$ cat src/rtl/tvga_pkg.sv
package tvga_pkg;
  localparam int DEF_H_VISIBLE = 320;
  localparam int DEF_H_FRONT = 8;
  localparam int DEF_H_SYNC = 48;
  localparam int DEF_H_BACK = 24;
  localparam int DEF_V_VISIBLE = 480;
  localparam int DEF_V_FRONT = 10;
  localparam int DEF_V_SYNC = 2;
  localparam int DEF_V_BACK = 33;
  localparam int DEF_CELL_W = 8;
  localparam int DEF_FONT_LINES = 8;
  localparam int DEF_GAP_LINES = 2;

  // Strobes from the raster counters to the text-row datapath
  typedef struct packed {
    logic lineLast;     // last pixel of a line
    logic lastVisLine;  // current line is the last visible line
    logic hVisible;
    logic vVisible;
    logic hSyncOn;
    logic vSyncOn;
    logic frameOrigin;  // pixel 0 of line 0
  } strobe_t;
endpackage

$ cat src/rtl/tvga_ctrl.sv
module tvga_ctrl
  import tvga_pkg::*;
#(
  parameter int H_VISIBLE = DEF_H_VISIBLE,
  parameter int H_FRONT = DEF_H_FRONT,
  parameter int H_SYNC = DEF_H_SYNC,
  parameter int H_BACK = DEF_H_BACK,
  parameter int V_VISIBLE = DEF_V_VISIBLE,
  parameter int V_FRONT = DEF_V_FRONT,
  parameter int V_SYNC = DEF_V_SYNC,
  parameter int V_BACK = DEF_V_BACK,
  localparam int H_TOTAL = H_VISIBLE + H_FRONT + H_SYNC + H_BACK,
  localparam int V_TOTAL = V_VISIBLE + V_FRONT + V_SYNC + V_BACK,
  localparam int HW = $clog2(H_TOTAL),
  localparam int VW = $clog2(V_TOTAL)
) (
  input  logic          clk,
  input  logic          rst,
  output logic [HW-1:0] hCount,
  output logic [VW-1:0] vCount,
  output strobe_t       strobes
);
  localparam int HS_START = H_VISIBLE + H_FRONT;
  localparam int VS_START = V_VISIBLE + V_FRONT;

  logic hLast;
  logic vLast;

  assign hLast = (hCount == HW'(H_TOTAL - 1));
  assign vLast = (vCount == VW'(V_TOTAL - 1));

  always_ff @(posedge clk) begin
    if (rst) begin
      hCount <= '0;
      vCount <= '0;
    end else if (hLast) begin
      hCount <= '0;
      vCount <= vLast ? '0 : vCount + 1'b1;
    end else begin
      hCount <= hCount + 1'b1;
    end
  end

  always_comb begin
    strobes.lineLast    = hLast;
    strobes.lastVisLine = (vCount == VW'(V_VISIBLE - 1));
    strobes.hVisible    = (hCount < HW'(H_VISIBLE));
    strobes.vVisible    = (vCount < VW'(V_VISIBLE));
    strobes.hSyncOn     = (hCount >= HW'(HS_START)) && (hCount < HW'(HS_START + H_SYNC));
    strobes.vSyncOn     = (vCount >= VW'(VS_START)) && (vCount < VW'(VS_START + V_SYNC));
    strobes.frameOrigin = (hCount == '0) && (vCount == '0);
  end

  assert_h_range_R1: assert property (@(posedge clk) disable iff (rst)
    hCount < HW'(H_TOTAL));
  assert_line_step_R2: assert property (@(posedge clk) disable iff (rst)
    (hCount != '0) |=> ($stable(vCount) || $past(hCount) == HW'(H_TOTAL - 1)));
  assert_v_range_R2: assert property (@(posedge clk) disable iff (rst)
    vCount < VW'(V_TOTAL));
endmodule

$ cat src/rtl/tvga_rows.sv
module tvga_rows
  import tvga_pkg::*;
#(
  parameter int V_VISIBLE = DEF_V_VISIBLE,
  parameter int FONT_LINES = DEF_FONT_LINES,
  parameter int GAP_LINES = DEF_GAP_LINES,
  localparam int ROW_LINES = FONT_LINES + GAP_LINES,
  localparam int ROWS = V_VISIBLE / ROW_LINES,
  localparam int SW = $clog2(ROW_LINES),
  localparam int RW = $clog2(ROWS),
  localparam int FW = $clog2(FONT_LINES)
) (
  input  logic          clk,
  input  logic          rst,
  input  strobe_t       strobes,
  output logic [FW-1:0] fontLine,
  output logic [RW-1:0] charRow,
  output logic          rowGap,
  output logic          displayEnable,
  output logic          hSyncN,
  output logic          vSyncN,
  output logic          frameStart
);
  logic [SW-1:0] subLine;
  logic          inGap;

  always_ff @(posedge clk) begin
    if (rst) begin
      subLine <= '0;
      charRow <= '0;
    end else if (strobes.lineLast) begin
      if (strobes.lastVisLine) begin
        subLine <= '0;
        charRow <= '0;
      end else if (strobes.vVisible) begin
        if (subLine == SW'(ROW_LINES - 1)) begin
          subLine <= '0;
          charRow <= charRow + 1'b1;
        end else begin
          subLine <= subLine + 1'b1;
        end
      end
    end
  end

  assign inGap = (subLine >= SW'(FONT_LINES));

  always_comb begin
    rowGap        = strobes.vVisible && inGap;
    fontLine      = inGap ? FW'(FONT_LINES - 1) : FW'(subLine);
    displayEnable = strobes.hVisible && strobes.vVisible && !inGap;
    hSyncN        = !strobes.hSyncOn;
    vSyncN        = !strobes.vSyncOn;
    frameStart    = strobes.frameOrigin;
  end

  assert_gap_blank_R8: assert property (@(posedge clk) disable iff (rst)
    rowGap |-> !displayEnable);
  assert_gap_font_hold_R6: assert property (@(posedge clk) disable iff (rst)
    rowGap |-> (fontLine == FW'(FONT_LINES - 1)));
  assert_frame_pulse_R9: assert property (@(posedge clk) disable iff (rst)
    frameStart |=> !frameStart);
  assert_gap_end_R7: assert property (@(posedge clk) disable iff (rst)
    $fell(rowGap) |-> (fontLine == '0));
endmodule

$ cat src/rtl/text_vga_timing.sv
module text_vga_timing
  import tvga_pkg::*;
#(
  parameter int H_VISIBLE = DEF_H_VISIBLE,
  parameter int H_FRONT = DEF_H_FRONT,
  parameter int H_SYNC = DEF_H_SYNC,
  parameter int H_BACK = DEF_H_BACK,
  parameter int V_VISIBLE = DEF_V_VISIBLE,
  parameter int V_FRONT = DEF_V_FRONT,
  parameter int V_SYNC = DEF_V_SYNC,
  parameter int V_BACK = DEF_V_BACK,
  parameter int CELL_W = DEF_CELL_W,
  parameter int FONT_LINES = DEF_FONT_LINES,
  parameter int GAP_LINES = DEF_GAP_LINES,
  localparam int H_TOTAL = H_VISIBLE + H_FRONT + H_SYNC + H_BACK,
  localparam int V_TOTAL = V_VISIBLE + V_FRONT + V_SYNC + V_BACK,
  localparam int HW = $clog2(H_TOTAL),
  localparam int VW = $clog2(V_TOTAL),
  localparam int CW = $clog2(H_VISIBLE / CELL_W),
  localparam int RW = $clog2(V_VISIBLE / (FONT_LINES + GAP_LINES)),
  localparam int FW = $clog2(FONT_LINES)
) (
  input  logic          clk,
  input  logic          rst,
  output logic [HW-1:0] pixelX,
  output logic [VW-1:0] lineY,
  output logic [CW-1:0] charCol,
  output logic [RW-1:0] charRow,
  output logic [FW-1:0] fontLine,
  output logic          rowGap,
  output logic          displayEnable,
  output logic          hSyncN,
  output logic          vSyncN,
  output logic          frameStart
);
  strobe_t strobes;

  tvga_ctrl #(
    .H_VISIBLE(H_VISIBLE), .H_FRONT(H_FRONT), .H_SYNC(H_SYNC), .H_BACK(H_BACK),
    .V_VISIBLE(V_VISIBLE), .V_FRONT(V_FRONT), .V_SYNC(V_SYNC), .V_BACK(V_BACK)
  ) i_ctrl (
    .clk(clk), .rst(rst), .hCount(pixelX), .vCount(lineY), .strobes(strobes)
  );

  tvga_rows #(
    .V_VISIBLE(V_VISIBLE), .FONT_LINES(FONT_LINES), .GAP_LINES(GAP_LINES)
  ) i_rows (
    .clk(clk), .rst(rst), .strobes(strobes), .fontLine(fontLine), .charRow(charRow),
    .rowGap(rowGap), .displayEnable(displayEnable), .hSyncN(hSyncN), .vSyncN(vSyncN),
    .frameStart(frameStart)
  );

  assign charCol = CW'(pixelX / HW'(CELL_W));

  assert_hsync_edge_R3: assert property (@(posedge clk) disable iff (rst)
    $fell(hSyncN) |-> (pixelX == HW'(H_VISIBLE + H_FRONT)));
  assert_vsync_window_R4: assert property (@(posedge clk) disable iff (rst)
    !vSyncN |-> (lineY >= VW'(V_VISIBLE + V_FRONT)) && (lineY < VW'(V_VISIBLE + V_FRONT + V_SYNC)));
  assert_enable_area_R8: assert property (@(posedge clk) disable iff (rst)
    displayEnable |-> (pixelX < HW'(H_VISIBLE)) && (lineY < VW'(V_VISIBLE)));
  assert_frame_origin_R9: assert property (@(posedge clk) disable iff (rst)
    frameStart |-> (pixelX == '0) && (lineY == '0));
endmodule

$ cat config.mk
export PLATFORM = sky130hd
export DESIGN_NAME = text_vga_timing
export DESIGN_NICKNAME = d
export VERILOG_FILES = /design/src/rtl/tvga_pkg.sv /design/src/rtl/tvga_ctrl.sv /design/src/rtl/tvga_rows.sv /design/src/rtl/text_vga_timing.sv
export SDC_FILE = /design/constraint.sdc
export NUM_CORES = 1
export LEC_CHECK = 0
export ABC_AREA = 1
export BUFFER_PORTS_ARGS = -buffer_cell sky130_fd_sc_hd__buf_2
export CORE_ASPECT_RATIO = 1.1
export CORE_MARGIN = 2
export CORE_UTILIZATION = 42
export DETAILED_ROUTE_END_ITERATION = 10
export GPL_TIMING_DRIVEN = 1
export PLACE_DENSITY = 0.67
export SKIP_CTS_REPAIR_TIMING = 1
export SLEW_MARGIN = 5
export SYNTH_ARGS = -nofsm -noshare
export SYNTH_HDL_FRONTEND = slang
export SYNTH_SLANG_ARGS = --single-unit
$ cat constraint.sdc
create_clock -name clk -period 3.6 [get_ports clk]
set_input_delay 0.18 -clock clk [delete_from_list [all_inputs] [get_ports clk]]
set_output_delay 0.18 -clock clk [all_outputs]
set_load 0.02 [all_outputs]
==> metrics.md, run 1 <==
| Metric | Value |
|---|---|
| Mapped Area | `0.00186 mm²` |
| CORE AREA | `0.00429 mm²` |
| DRC violations left | `0` |
| Die Span Y | `73.8 µm` |
| Die width | `67.5 µm` |
| # IOs | `41` |
| Layout Nets | `318` |
| # setup viols final | `0` |
| H-tree depth | `2` |
| Least-Margin Pin Slew | `0.459 ns` |
| Ys async rst share | `0%` |
| Hold Fails Final Rpt | `0` |
| CTS Root Cell | `clkbuf_8` |
| Worst Hold Class | `primary input to flop` |
| Main area contributors after synthesis | `dfxtp_1 31%, nand2_1 13%, inv_1 8.5%` |
| First DRT Iteration DRCs | `109` |
| Final HPWL DP | `3190 µm` |
| RSZ-0062 raised after global routing | `no` |
| PD cells | `329 mW/mm²` |
| Leakage | `0.996 nW` |
| Total routed wirelength | `4200 µm` |
| Total gr overflow | `0` |
| Tot Pwr | `0.000710 W` |
| Worst skew pair latency | `0.29 ns` |
| Relative slew slack | `69.4%` |
| Max Root-Sink Buffers | `2` |
| First-pass GRT wire length | `7040 µm` |
| Cell taking the most area after synthesis | `dfxtp_1` |
| Synth Warn # | `0` |
| R2r setup slk | `1.87 ns` |
| Max Cap Viol | `0` |
| Maximum fanout along the worst path | `4` |
| CP startpoint kind | `flop` |
| Fin cells | `366` |
| Synth top area share | `31.2%` |
| Syn Nets | `283` |
| TNS Setup | `0 ns` |
| Final slew viol count | `0` |
| Register area | `581 µm²` |
| Largest net degree at the start of global routing | `15` |
| Clk sinks | `29` |
| Setup Crit Path Kind | `flop to output port` |
| Routed vias/inst | `4.97` |
| Final Critical Period | `1.77 ns` |
| Top-count cell post-synth | `nand2_1` |
| Final core utilization | `50.3%` |
| Drt first pass iters | `6` |
| Vias in the first global route | `1,524` |
| Total track usage | `18.9%` |
| Seq/Total Area, Yosys | `31.2%` |
| Cell Rows | `25` |
| Commonest cells in the netlist | `62 x nand2_1, 42 x inv_1, 32 x nor2_1` |
| Status | `finished, final reports clean` |
| Fin crit share | `49.1%` |
| DP Cell Count | `358` |
| Crit path arrival time | `1.59 ns` |
| Share of layout cells above drive strength 1 | `22.4%` |
| Antenna-violating nets left | `0` |
| Fmax | `566 MHz` |
| # diodes | `0` |
| Footprint of the multi-input gates | `0.00103 mm²` |
| # fillers | `445` |
| PortBufs | `40` |
| Post-Route Skew | `0.00556 ns` |
| Maximum vdd ir drop | `0.000188 V` |
| Clk slew on worst S/H paths | `0.06 ns` |
| Netlist cell types | `31` |
| Initial antenna violation count | `0` |
| Vias post-DR | `1,820` |
| Per-cell routed wire length | `11.5 µm` |
| CTS tree | `done` |
| Post-synth EDFFs | `0` |
| Cells after Synth | `276` |
| Final WS setup | `1.83 ns` |
| Gpl congestion | `0.863` |
| CTS Buf Count | `5` |
| Area grow syn2layout | `15.8%` |
| Initial Util | `43.4%` |
| Crit end category | `output port` |
| Syn Area/Cell | `6.74 µm²` |
| Yosys reg bits | `29` |
| Top_reg_cell synth | `dfxtp_1` |
| Required time of the worst setup path | `3.42 ns` |
| Die area | `0.00498 mm²` |
| Pre-CTS setup slack | `1.88 ns` |
-- worst max-delay path, stage by stage (launching register included) --
cell	delay, ns
dfxtp_1	0.34
inv_1	0.10
ha_1	0.19
nand4_1	0.10
nor2_1	0.09
nand2_1	0.05
nor4_1	0.20
buf_2	0.22
-- cell families after synthesis --
logic type	after synthesis	synth area share (%)
AND/OR/NAND/NOR	155	40.6
buffers and inverters	55	13.5
flip-flops	29	31.2
AO/OA/AOI/OAI	28	9.42
adder cells (fa/ha/maj)	5	3.36
XOR/XNOR	4	1.88
-- registers in the layout, indices dropped and copies added (netlist names) --
register,cells
i_ctrl.hCount,9
i_ctrl.vCount,10
i_rows.subLine,4
i_rows.charRow,6
-- layout by cell type, fill, tap and decap left out, types with 6 or more instances in the layout --
master and instances:
a21oi_1 12, o21ai_0 7, nand4_1 7, nor2_1 32, nand2_1 62, nand3_1 26, inv_1 42, buf_2 40
nor3_1 7, clkbuf_8 6, dfxtp_1 29
-- report_power, final --
part           total [W]  switching [W]  internal, W  leakage [nW]
Sequential      0.000327     0.00000360     0.000324         0.234
Combinational  0.0000307      0.0000206    0.0000101         0.704
Clock           0.000352       0.000127     0.000225        0.0585
Total           0.000710       0.000151     0.000559         0.996
-- through the flow --
stage | area, µm² | hold WS, ns
3_3_place_gp | 2040 | 0.439
2_1_floorplan | 1860 | 0.249
4_1_cts | 2150 | 0.140
6_report | 2150 | 0.149
3_5_place_dp | 2040 | 0.451
5_1_grt | 2150 | 0.150
-- per-layer routing --
metal / GRT usage, % / vias up / wire length (µm)
met2: 30.0 / 46 / 2020
met1: 23.8 / 821 / 1900
met5: 0 / - / 0
li1: - / 946 / -
met4: 8.16 / 0 / 75
met3: 5.05 / 7 / 202
-- layout make-up --
cell class                      count  area share, %
Clock buffer                        7           4.01
Timing Repair Buffer               40           9.29
Inverter                           43           7.49
Multi-Input combinational cell    192           47.7
Sequential cell                    29           26.9
Tap cell                           54           3.14
Clock inverter                      1           1.39
-- path summary, 6_finish.rpt --
check | from | depth (start not counted) | endpoint
setup / recovery | i_ctrl.vCount[1] | 7 | frameStart
hold / removal | rst | 2 | i_rows.subLine[0]
setup reg to reg | i_ctrl.hCount[0] | 9 | i_rows.charRow[3]
hold reg to reg | i_ctrl.hCount[0] | 1 | i_ctrl.hCount[0]
Power figures use the tool's default switching activity.
==> inputs of run 2 (changes only) <==
- ABC_AREA: 1 -> 0
- PLACE_DENSITY: 0.67 -> 0.68
- clock period: 3.6 -> 1.8 ns (I/O delays scaled with it)
==> run 2 against run 1 <==
  * The flow now finishes with violations (setup timing)
  * Highest routed layer unchanged
  * Cell count down 16%
  * Hold slack better by 0.016 ns
  * Utilization up 9.9 points
  * Clock power up 97%
  * Sequential share of layout area down 0.25 points
  * Clock skew up 0.0040 ns
  * Critical path type unchanged
  * Sequential cell count unchanged
  * Sequential power up 100%
  * Global-route usage up 0.37 points
==> metrics.md, run 2 <==
| Metric | Value |
|---|---|
| Initial Util | `44.4% (was 43.4%)` |
| Area grow syn2layout | `35.7% (was 15.8%)` |
| Total gr overflow | `0 (unchanged)` |
| Final HPWL DP | `2940 µm (was 3190 µm)` |
| Failing checks | `setup timing` |
| Cell Rows | `23 (was 25)` |
| Final Critical Period | `1.80 ns` |
| CP startpoint kind | `flop (unchanged)` |
| PortBufs | `40 (unchanged)` |
| Syn Area/Cell | `8.38 µm² (was 6.74 µm²)` |
| Seq/Total Area, Yosys | `35.5% (was 31.2%)` |
| Relative slew slack | `73.9% (was 69.4%)` |
| Sw Share | `21.0% (was 21.2%)` |
| Vias post-DR | `1,660 (was 1,820)` |
| Most common cell after layout, fill and taps aside | `buf_2 (was nand2_1)` |
| Syn Nets | `202 (was 283)` |
| Routed vias/inst | `5.42 (was 4.97)` |
| First-pass GRT wire length | `6930 µm (was 7040 µm)` |
| Die area | `0.00441 mm² (was 0.00498 mm²)` |
| Cells after Synth | `195 (was 276)` |
| Worst hold slack | `0.166 ns (was 0.149 ns)` |
| Ys async rst share | `0% (unchanged)` |
| Internal power | `0.00113 W (was 0.000559 W)` |
| Drt first pass iters | `4 (was 6)` |
| Switch Pwr | `0.000302 W (was 0.000151 W)` |
| Per-cell routed wire length | `13.4 µm (was 11.5 µm)` |
| Required time of the worst setup path | `1.71 ns (was 3.42 ns)` |
| Final core utilization | `60.2% (was 50.3%)` |
| CTS Root Cell | `clkbuf_8 (unchanged)` |
| Clk sinks | `29 (unchanged)` |
| CTS tree | `done (unchanged)` |
| H-tree depth | `2 (unchanged)` |
| Final WS setup | `-0.000514 ns (was 1.83 ns)` |
| Least-Margin Pin Slew | `0.391 ns (was 0.459 ns)` |
| CTS Buf Count | `5 (unchanged)` |
| RSZ-0062 raised after global routing | `yes (was no)` |
| Status | `finished with violations (was finished, final reports clean)` |
| CORE AREA | `0.00368 mm² (was 0.00429 mm²)` |
| Final slew viol count | `0 (unchanged)` |
| Gpl congestion | `0.874 (was 0.863)` |
| Post-synth EDFFs | `0 (unchanged)` |
| Mapped Area | `0.00163 mm² (was 0.00186 mm²)` |
| Largest register by flop count | `i_ctrl.vCount (unchanged)` |
| Top-count cell post-synth | `dfxtp_1 (was nand2_1)` |
| Clock share of power | `48.3% (was 49.6%)` |
| Die Span Y | `69.4 µm (was 73.8 µm)` |
| Netlist cell types | `48 (was 31)` |
| Total routed wirelength | `4110 µm (was 4200 µm)` |
| Total track usage | `19.2% (was 18.9%)` |
| Initial antenna violation count | `0 (unchanged)` |
| Max FFs per register | `10 (unchanged)` |
| # diodes | `0 (unchanged)` |
| Sequential Power Share | `45.8% (was 46.1%)` |
| Max Root-Sink Buffers | `2 (unchanged)` |
| DRC violations left | `0 (unchanged)` |
| Antenna-violating nets left | `0 (unchanged)` |
| First DRT Iteration DRCs | `120 (was 109)` |
| Synth Warn # | `0 (unchanged)` |
| Vias in the first global route | `1,564 (was 1,524)` |
| Crit path arrival time | `1.71 ns (was 1.59 ns)` |
| Most frequent cells in the layout | `39 x buf_2, 26 x buf_4, 24 x dfxtp_1 (was 62 x nand2_1, 42 x inv_1, 40 x buf_2)` |
| Maximum vdd ir drop | `0.000735 V (was 0.000188 V)` |
| Layout Nets | `262 (was 318)` |
| PD cells | `648 mW/mm² (was 329 mW/mm²)` |
| Clk slew on worst S/H paths | `0.06 ns (about the same)` |
| Max Cap Viol | `0 (unchanged)` |
| Top_reg_cell synth | `dfxtp_1 (unchanged)` |
| Worst skew pair latency | `0.28 ns (was 0.29 ns)` |
| Biggest regs | `i_ctrl.vCount x10, i_ctrl.hCount x9, i_rows.charRow x6 (unchanged)` |
| Share of layout cells above drive strength 1 | `39.1% (was 22.4%)` |
| Leakage | `0.944 nW (was 0.996 nW)` |
| Commonest cells in the netlist | `29 x dfxtp_1, 13 x nand2_1, 12 x a21oi_1, 12 x nand3_1, 12 x nand4_1 (was 62 x nand2_1, 42 x inv_1, 32 x nor2_1)` |
| Crit end category | `output port (unchanged)` |
| Worst Hold Class | `primary input to flop (unchanged)` |
| Largest net degree at the start of global routing | `17 (was 15)` |
| Synth top area share | `35.5% (was 31.2%)` |
| Fin crit share | `100%` |
| Hold Fails Final Rpt | `0 (unchanged)` |
| Post-Route Skew | `0.00952 ns (was 0.00556 ns)` |
| Die width | `63.5 µm (was 67.5 µm)` |
| Yosys reg bits | `29 (unchanged)` |
| Setup Crit Path Kind | `flop to output port (unchanged)` |
| # IOs | `41 (unchanged)` |
| Main area contributors after synthesis | `dfxtp_1 36%, nand4_1 4.6%, ha_1 3.8% (was dfxtp_1 31%, nand2_1 13%, inv_1 8.5%)` |
| Combinational fraction of design power | `5.9% (was 4.3%)` |
| Cell taking the most area after synthesis | `dfxtp_1 (unchanged)` |
| # setup viols final | `1 (was 0)` |
| Fmax | `555 MHz` |
| Maximum fanout along the worst path | `4 (unchanged)` |
[run 2: power by group through the flow]
| stage | registers, W | clock network [W] | logic [W] |
|---|---|---|---|
| floorplan | 0.000687 | 0 | 0.0000340 |
| global placement | 0.000674 | 0 | 0.0000833 |
| detailed placement | 0.000674 | 0 | 0.0000825 |
| CTS | 0.000660 | 0.000711 | 0.0000834 |
| global route | 0.000660 | 0.000743 | 0.0000926 |
| finish | 0.000659 | 0.000694 | 0.0000847 |
[run 2: worst paths after layout]
| check | startpoint | endpoint | slack [ns] | cells past startpoint |
|---|---|---|---|---|
| min | rst | i_ctrl.hCount[4] | 0.17 | 2 |
| max reg2reg | i_ctrl.vCount[9] | i_rows.subLine[3] | 0.05 | 6 |
| min reg2reg | i_rows.subLine[1] | i_rows.subLine[1] | 0.50 | 2 |
| max | i_ctrl.vCount[9] | vSyncN | -0.0005 | 3 |
[run 2: logic make-up after synthesis]
logic type,after synthesis,synth area share (%)
flops,29,35.5
compound gates,37,13.9
buf+inv,24,8.27
fa+ha+maj,5,3.83
simple gates,91,33.6
xor+xnor,9,4.82
[run 2: through the flow]
step	worst slack, ns	TNS, ns	instances	area (µm²)	total power, W
6_report	-0.000514	-0.000514	306	2220	0.00144
5_1_grt	-0.0376	-0.0789	306	2220	0.00150
4_1_cts	-0.143	-0.193	302	2090	0.00145
3_5_place_dp	0.0684	0	294	1980	0.000757
3_3_place_gp	0.0870	0	294	1980	0.000757
2_1_floorplan	-0.0238	-0.0260	195	1650	0.000721
[run 2: final cells by class]
type,instances,area [µm²]
Multi-Input combinational cell,142,996
Sequential cell,29,592
Timing Repair Buffer,67,413
Clock buffer,7,86.3
Tap cell,50,62.6
Inverter,10,37.5
Fill cell,347,1470
Clock inverter,1,30.0
[run 2: metal layers]
metal	vias to the layer above	share of wire [%]	global-route usage (%)
li1	838	-	-
met1	773	48	26.5
met2	40	46	29.2
met3	9	3.8	4.55
met4	0	1.8	6.76
met5	-	0	0
[run 2: worst max-delay path: stages, from the launching register on]
cell and delay [ns]:
dfxtp_4 0.35, or4b_4 0.54, or3_4 0.40, buf_6 0.14
==> inputs of run 3 (changes only) <==
- CAP_MARGIN: default -> 20
- HOLD_SLACK_MARGIN: default -> 0.1
- SKIP_CTS_REPAIR_TIMING: 1 -> default
==> run 3 against run 2 <==
  * Combinational power about the same
  * Clock skew about the same
  * Critical path type unchanged
  * Sequential power about the same
  * Global-route usage increased by 0.24 points
  * Largest power group unchanged
  * The run now ends clean
==> metrics.md, run 3 (same netlist as run 2, synthesis figures left out) <==
| Metric | Value |
|---|---|
| Status | `finished, final reports clean (was finished with violations)` |
| Largest register by flop count | `i_ctrl.vCount (unchanged)` |
| Routed vias/inst | `5.47 (was 5.42)` |
| Dpl cell area | `0.00198 mm² (unchanged)` |
| Die Span Y | `69.4 µm (unchanged)` |
| Clk slew on worst S/H paths | `0.06 ns (about the same)` |
| # IOs | `41 (unchanged)` |
| Per-cell routed wire length | `13.5 µm (was 13.4 µm)` |
| Relative slew slack | `74.6% (was 73.9%)` |
| Initial Util | `44.4% (unchanged)` |
| Sequential Power Share | `45.8% (about the same)` |
| Hold Fails Final Rpt | `0 (unchanged)` |
| Total routed wirelength | `4130 µm (was 4110 µm)` |
| Worst skew pair latency | `0.28 ns (about the same)` |
| Max Root-Sink Buffers | `2 (unchanged)` |
| Final slew viol count | `0 (unchanged)` |
| Least-Margin Pin Slew | `0.381 ns (was 0.391 ns)` |
| CORE AREA | `0.00368 mm² (unchanged)` |
| Most common cell after layout, fill and taps aside | `buf_2 (unchanged)` |
| Setup Crit Path Kind | `flop to output port (unchanged)` |
| H-tree depth | `2 (unchanged)` |
| Final Critical Period | `1.73 ns (was 1.80 ns)` |
| CP max-delay cell | `or4b_4 (unchanged)` |
| TNS Setup | `0 ns (was -0.000514 ns)` |
| DP Cell Count | `294 (unchanged)` |
| Fin crit share | `96.0% (was 100%)` |
| Layout Nets | `262 (unchanged)` |
| PD cells | `647 mW/mm² (was 648 mW/mm²)` |
| PortBufs | `40 (unchanged)` |
| Switch Pwr | `0.000302 W (about the same)` |
| Most frequent cells in the layout | `39 x buf_2, 25 x buf_4, 23 x dfxtp_1 (was 39 x buf_2, 26 x buf_4, 24 x dfxtp_1)` |
| Gr busiest metal | `met2 (unchanged)` |
| Leakage | `0.945 nW (was 0.944 nW)` |
| Post-Route Skew | `0.00956 ns (was 0.00952 ns)` |
| Gpl congestion | `0.874 (unchanged)` |
| Maximum vdd ir drop | `0.000734 V (was 0.000735 V)` |
| Combinational fraction of design power | `5.9% (about the same)` |
| Vias in the first global route | `1,577 (was 1,564)` |
| # diodes | `0 (unchanged)` |
| DRC violations left | `0 (unchanged)` |
| CTS Buf Count | `5 (unchanged)` |
| RSZ-0062 raised after global routing | `yes (unchanged)` |
| # setup viols final | `0 (was 1)` |
| CTS Root Cell | `clkbuf_8 (unchanged)` |
| CP cell instances | `or4b_4, or3_4, buf_6 (unchanged)` |
| First DRT Iteration DRCs | `170 (was 120)` |
| Total gr overflow | `0 (unchanged)` |
| Total track usage | `19.5% (was 19.2%)` |
| Area grow syn2layout | `36.0% (was 35.7%)` |
| Drt first pass iters | `4 (unchanged)` |
| Maximum fanout along the worst path | `2 (was 4)` |
| Worst Hold Class | `primary input to flop (unchanged)` |
| CP startpoint kind | `flop (unchanged)` |
| Crit end category | `output port (unchanged)` |
| Fmax | `579 MHz (was 555 MHz)` |
| Share of layout cells above drive strength 1 | `39.5% (was 39.1%)` |
| Met1 usage | `26.9% (was 26.5%)` |
| Die area | `0.00441 mm² (unchanged)` |
| Antenna-violating nets left | `0 (unchanged)` |
| GR Layer Usage met3 | `4.55% (unchanged)` |
| Vias post-DR | `1,674 (was 1,660)` |
| Max FFs per register | `10 (unchanged)` |
| Crit path arrival time | `1.64 ns (was 1.71 ns)` |
| Initial antenna violation count | `0 (unchanged)` |
| Sw Share | `21.0% (about the same)` |
| Die width | `63.5 µm (unchanged)` |
| Final HPWL DP | `2940 µm (unchanged)` |
| Fin cells | `306 (unchanged)` |
| Final instance area | `0.00222 mm² (about the same)` |
| Largest net degree at the start of global routing | `17 (unchanged)` |
| Clock share of power | `48.3% (about the same)` |
| Required time of the worst setup path | `1.71 ns (about the same)` |
| First-pass GRT wire length | `7000 µm (was 6930 µm)` |
| Slowest stage delay, CP | `0.53 ns (was 0.54 ns)` |
| Biggest regs | `i_ctrl.vCount x10, i_ctrl.hCount x9, i_rows.charRow x6 (unchanged)` |
| Clk sinks | `29 (unchanged)` |
| CTS tree | `done (unchanged)` |
| Max Cap Viol | `0 (unchanged)` |
| Internal power | `0.00113 W (about the same)` |
| GR Util met2 | `29.6% (was 29.2%)` |
| Cell Rows | `23 (unchanged)` |
| # fillers | `348 (was 347)` |
| Hold buffer count at CTS | `0` |
[run 3: cell counts in the layout (fill, tap and decap cells not counted)]
Identical to the previous run, type by type.
[run 3: power by group through the flow]
stage          logic (W)  registers, W  clock network, W
6_report       0.0000849      0.000659          0.000693
2_1_floorplan  0.0000340      0.000687                 0
3_3_place_gp   0.0000833      0.000674                 0
4_1_cts        0.0000834      0.000659          0.000711
5_1_grt        0.0000926      0.000660          0.000739
3_5_place_dp   0.0000825      0.000674                 0
[run 3: final timing paths]
kind	startpoint	to	slack [ns]	depth (start not counted)
worst max-delay path	i_ctrl.vCount[9]	vSyncN	0.07	3
worst min-delay path	rst	i_ctrl.hCount[4]	0.17	2
worst max register to register	i_ctrl.vCount[9]	i_rows.subLine[3]	0.08	6
worst min register to register	i_rows.subLine[1]	i_rows.subLine[1]	0.50	2
[run 3: stage by stage]
step	worst slack (ns)	hold slack (ns)	total power, W	util (%)
2_1_floorplan	-0.0238	0.173	0.000721	-
4_1_cts	0.00452	0.164	0.00145	57.9
6_report	0.0715	0.168	0.00144	60.3
3_3_place_gp	0.0870	0.453	0.000757	53.7
5_1_grt	-0.0121	0.182	0.00149	60.3
3_5_place_dp	0.0684	0.461	0.000757	53.7
[run 3: layout make-up]
cell class,instances,area (µm²),share of cell area (%)
Multi-Input combinational cell,142,996,44.8
Sequential cell,29,593,26.7
Timing Repair Buffer,67,417,18.8
Clock buffer,7,86.3,3.89
Tap cell,50,62.6,2.82
Inverter,10,37.5,1.69
Clock inverter,1,30.0,1.35
[run 3: worst max-delay path: cells and delay by family, from the launching register on]
kind / cells / cell delay (ns)
and+or+nand+nor: 2 / 0.88
buffers and inverters: 1 / 0.14
DFF: 1 / 0.34
[run 3: repair_timing]
item	in CTS	in global routing
cloned	0	0
pin swaps	1	2
buffers inserted	1	3
gates resized for setup	8	15
setup endpoints to repair	2	9
[run 3: metal layers]
layer,up-vias,wire length (µm)
li1,837,-
met3,9,194
met5,-,0
met2,53,1940
met1,775,1930
met4,0,72
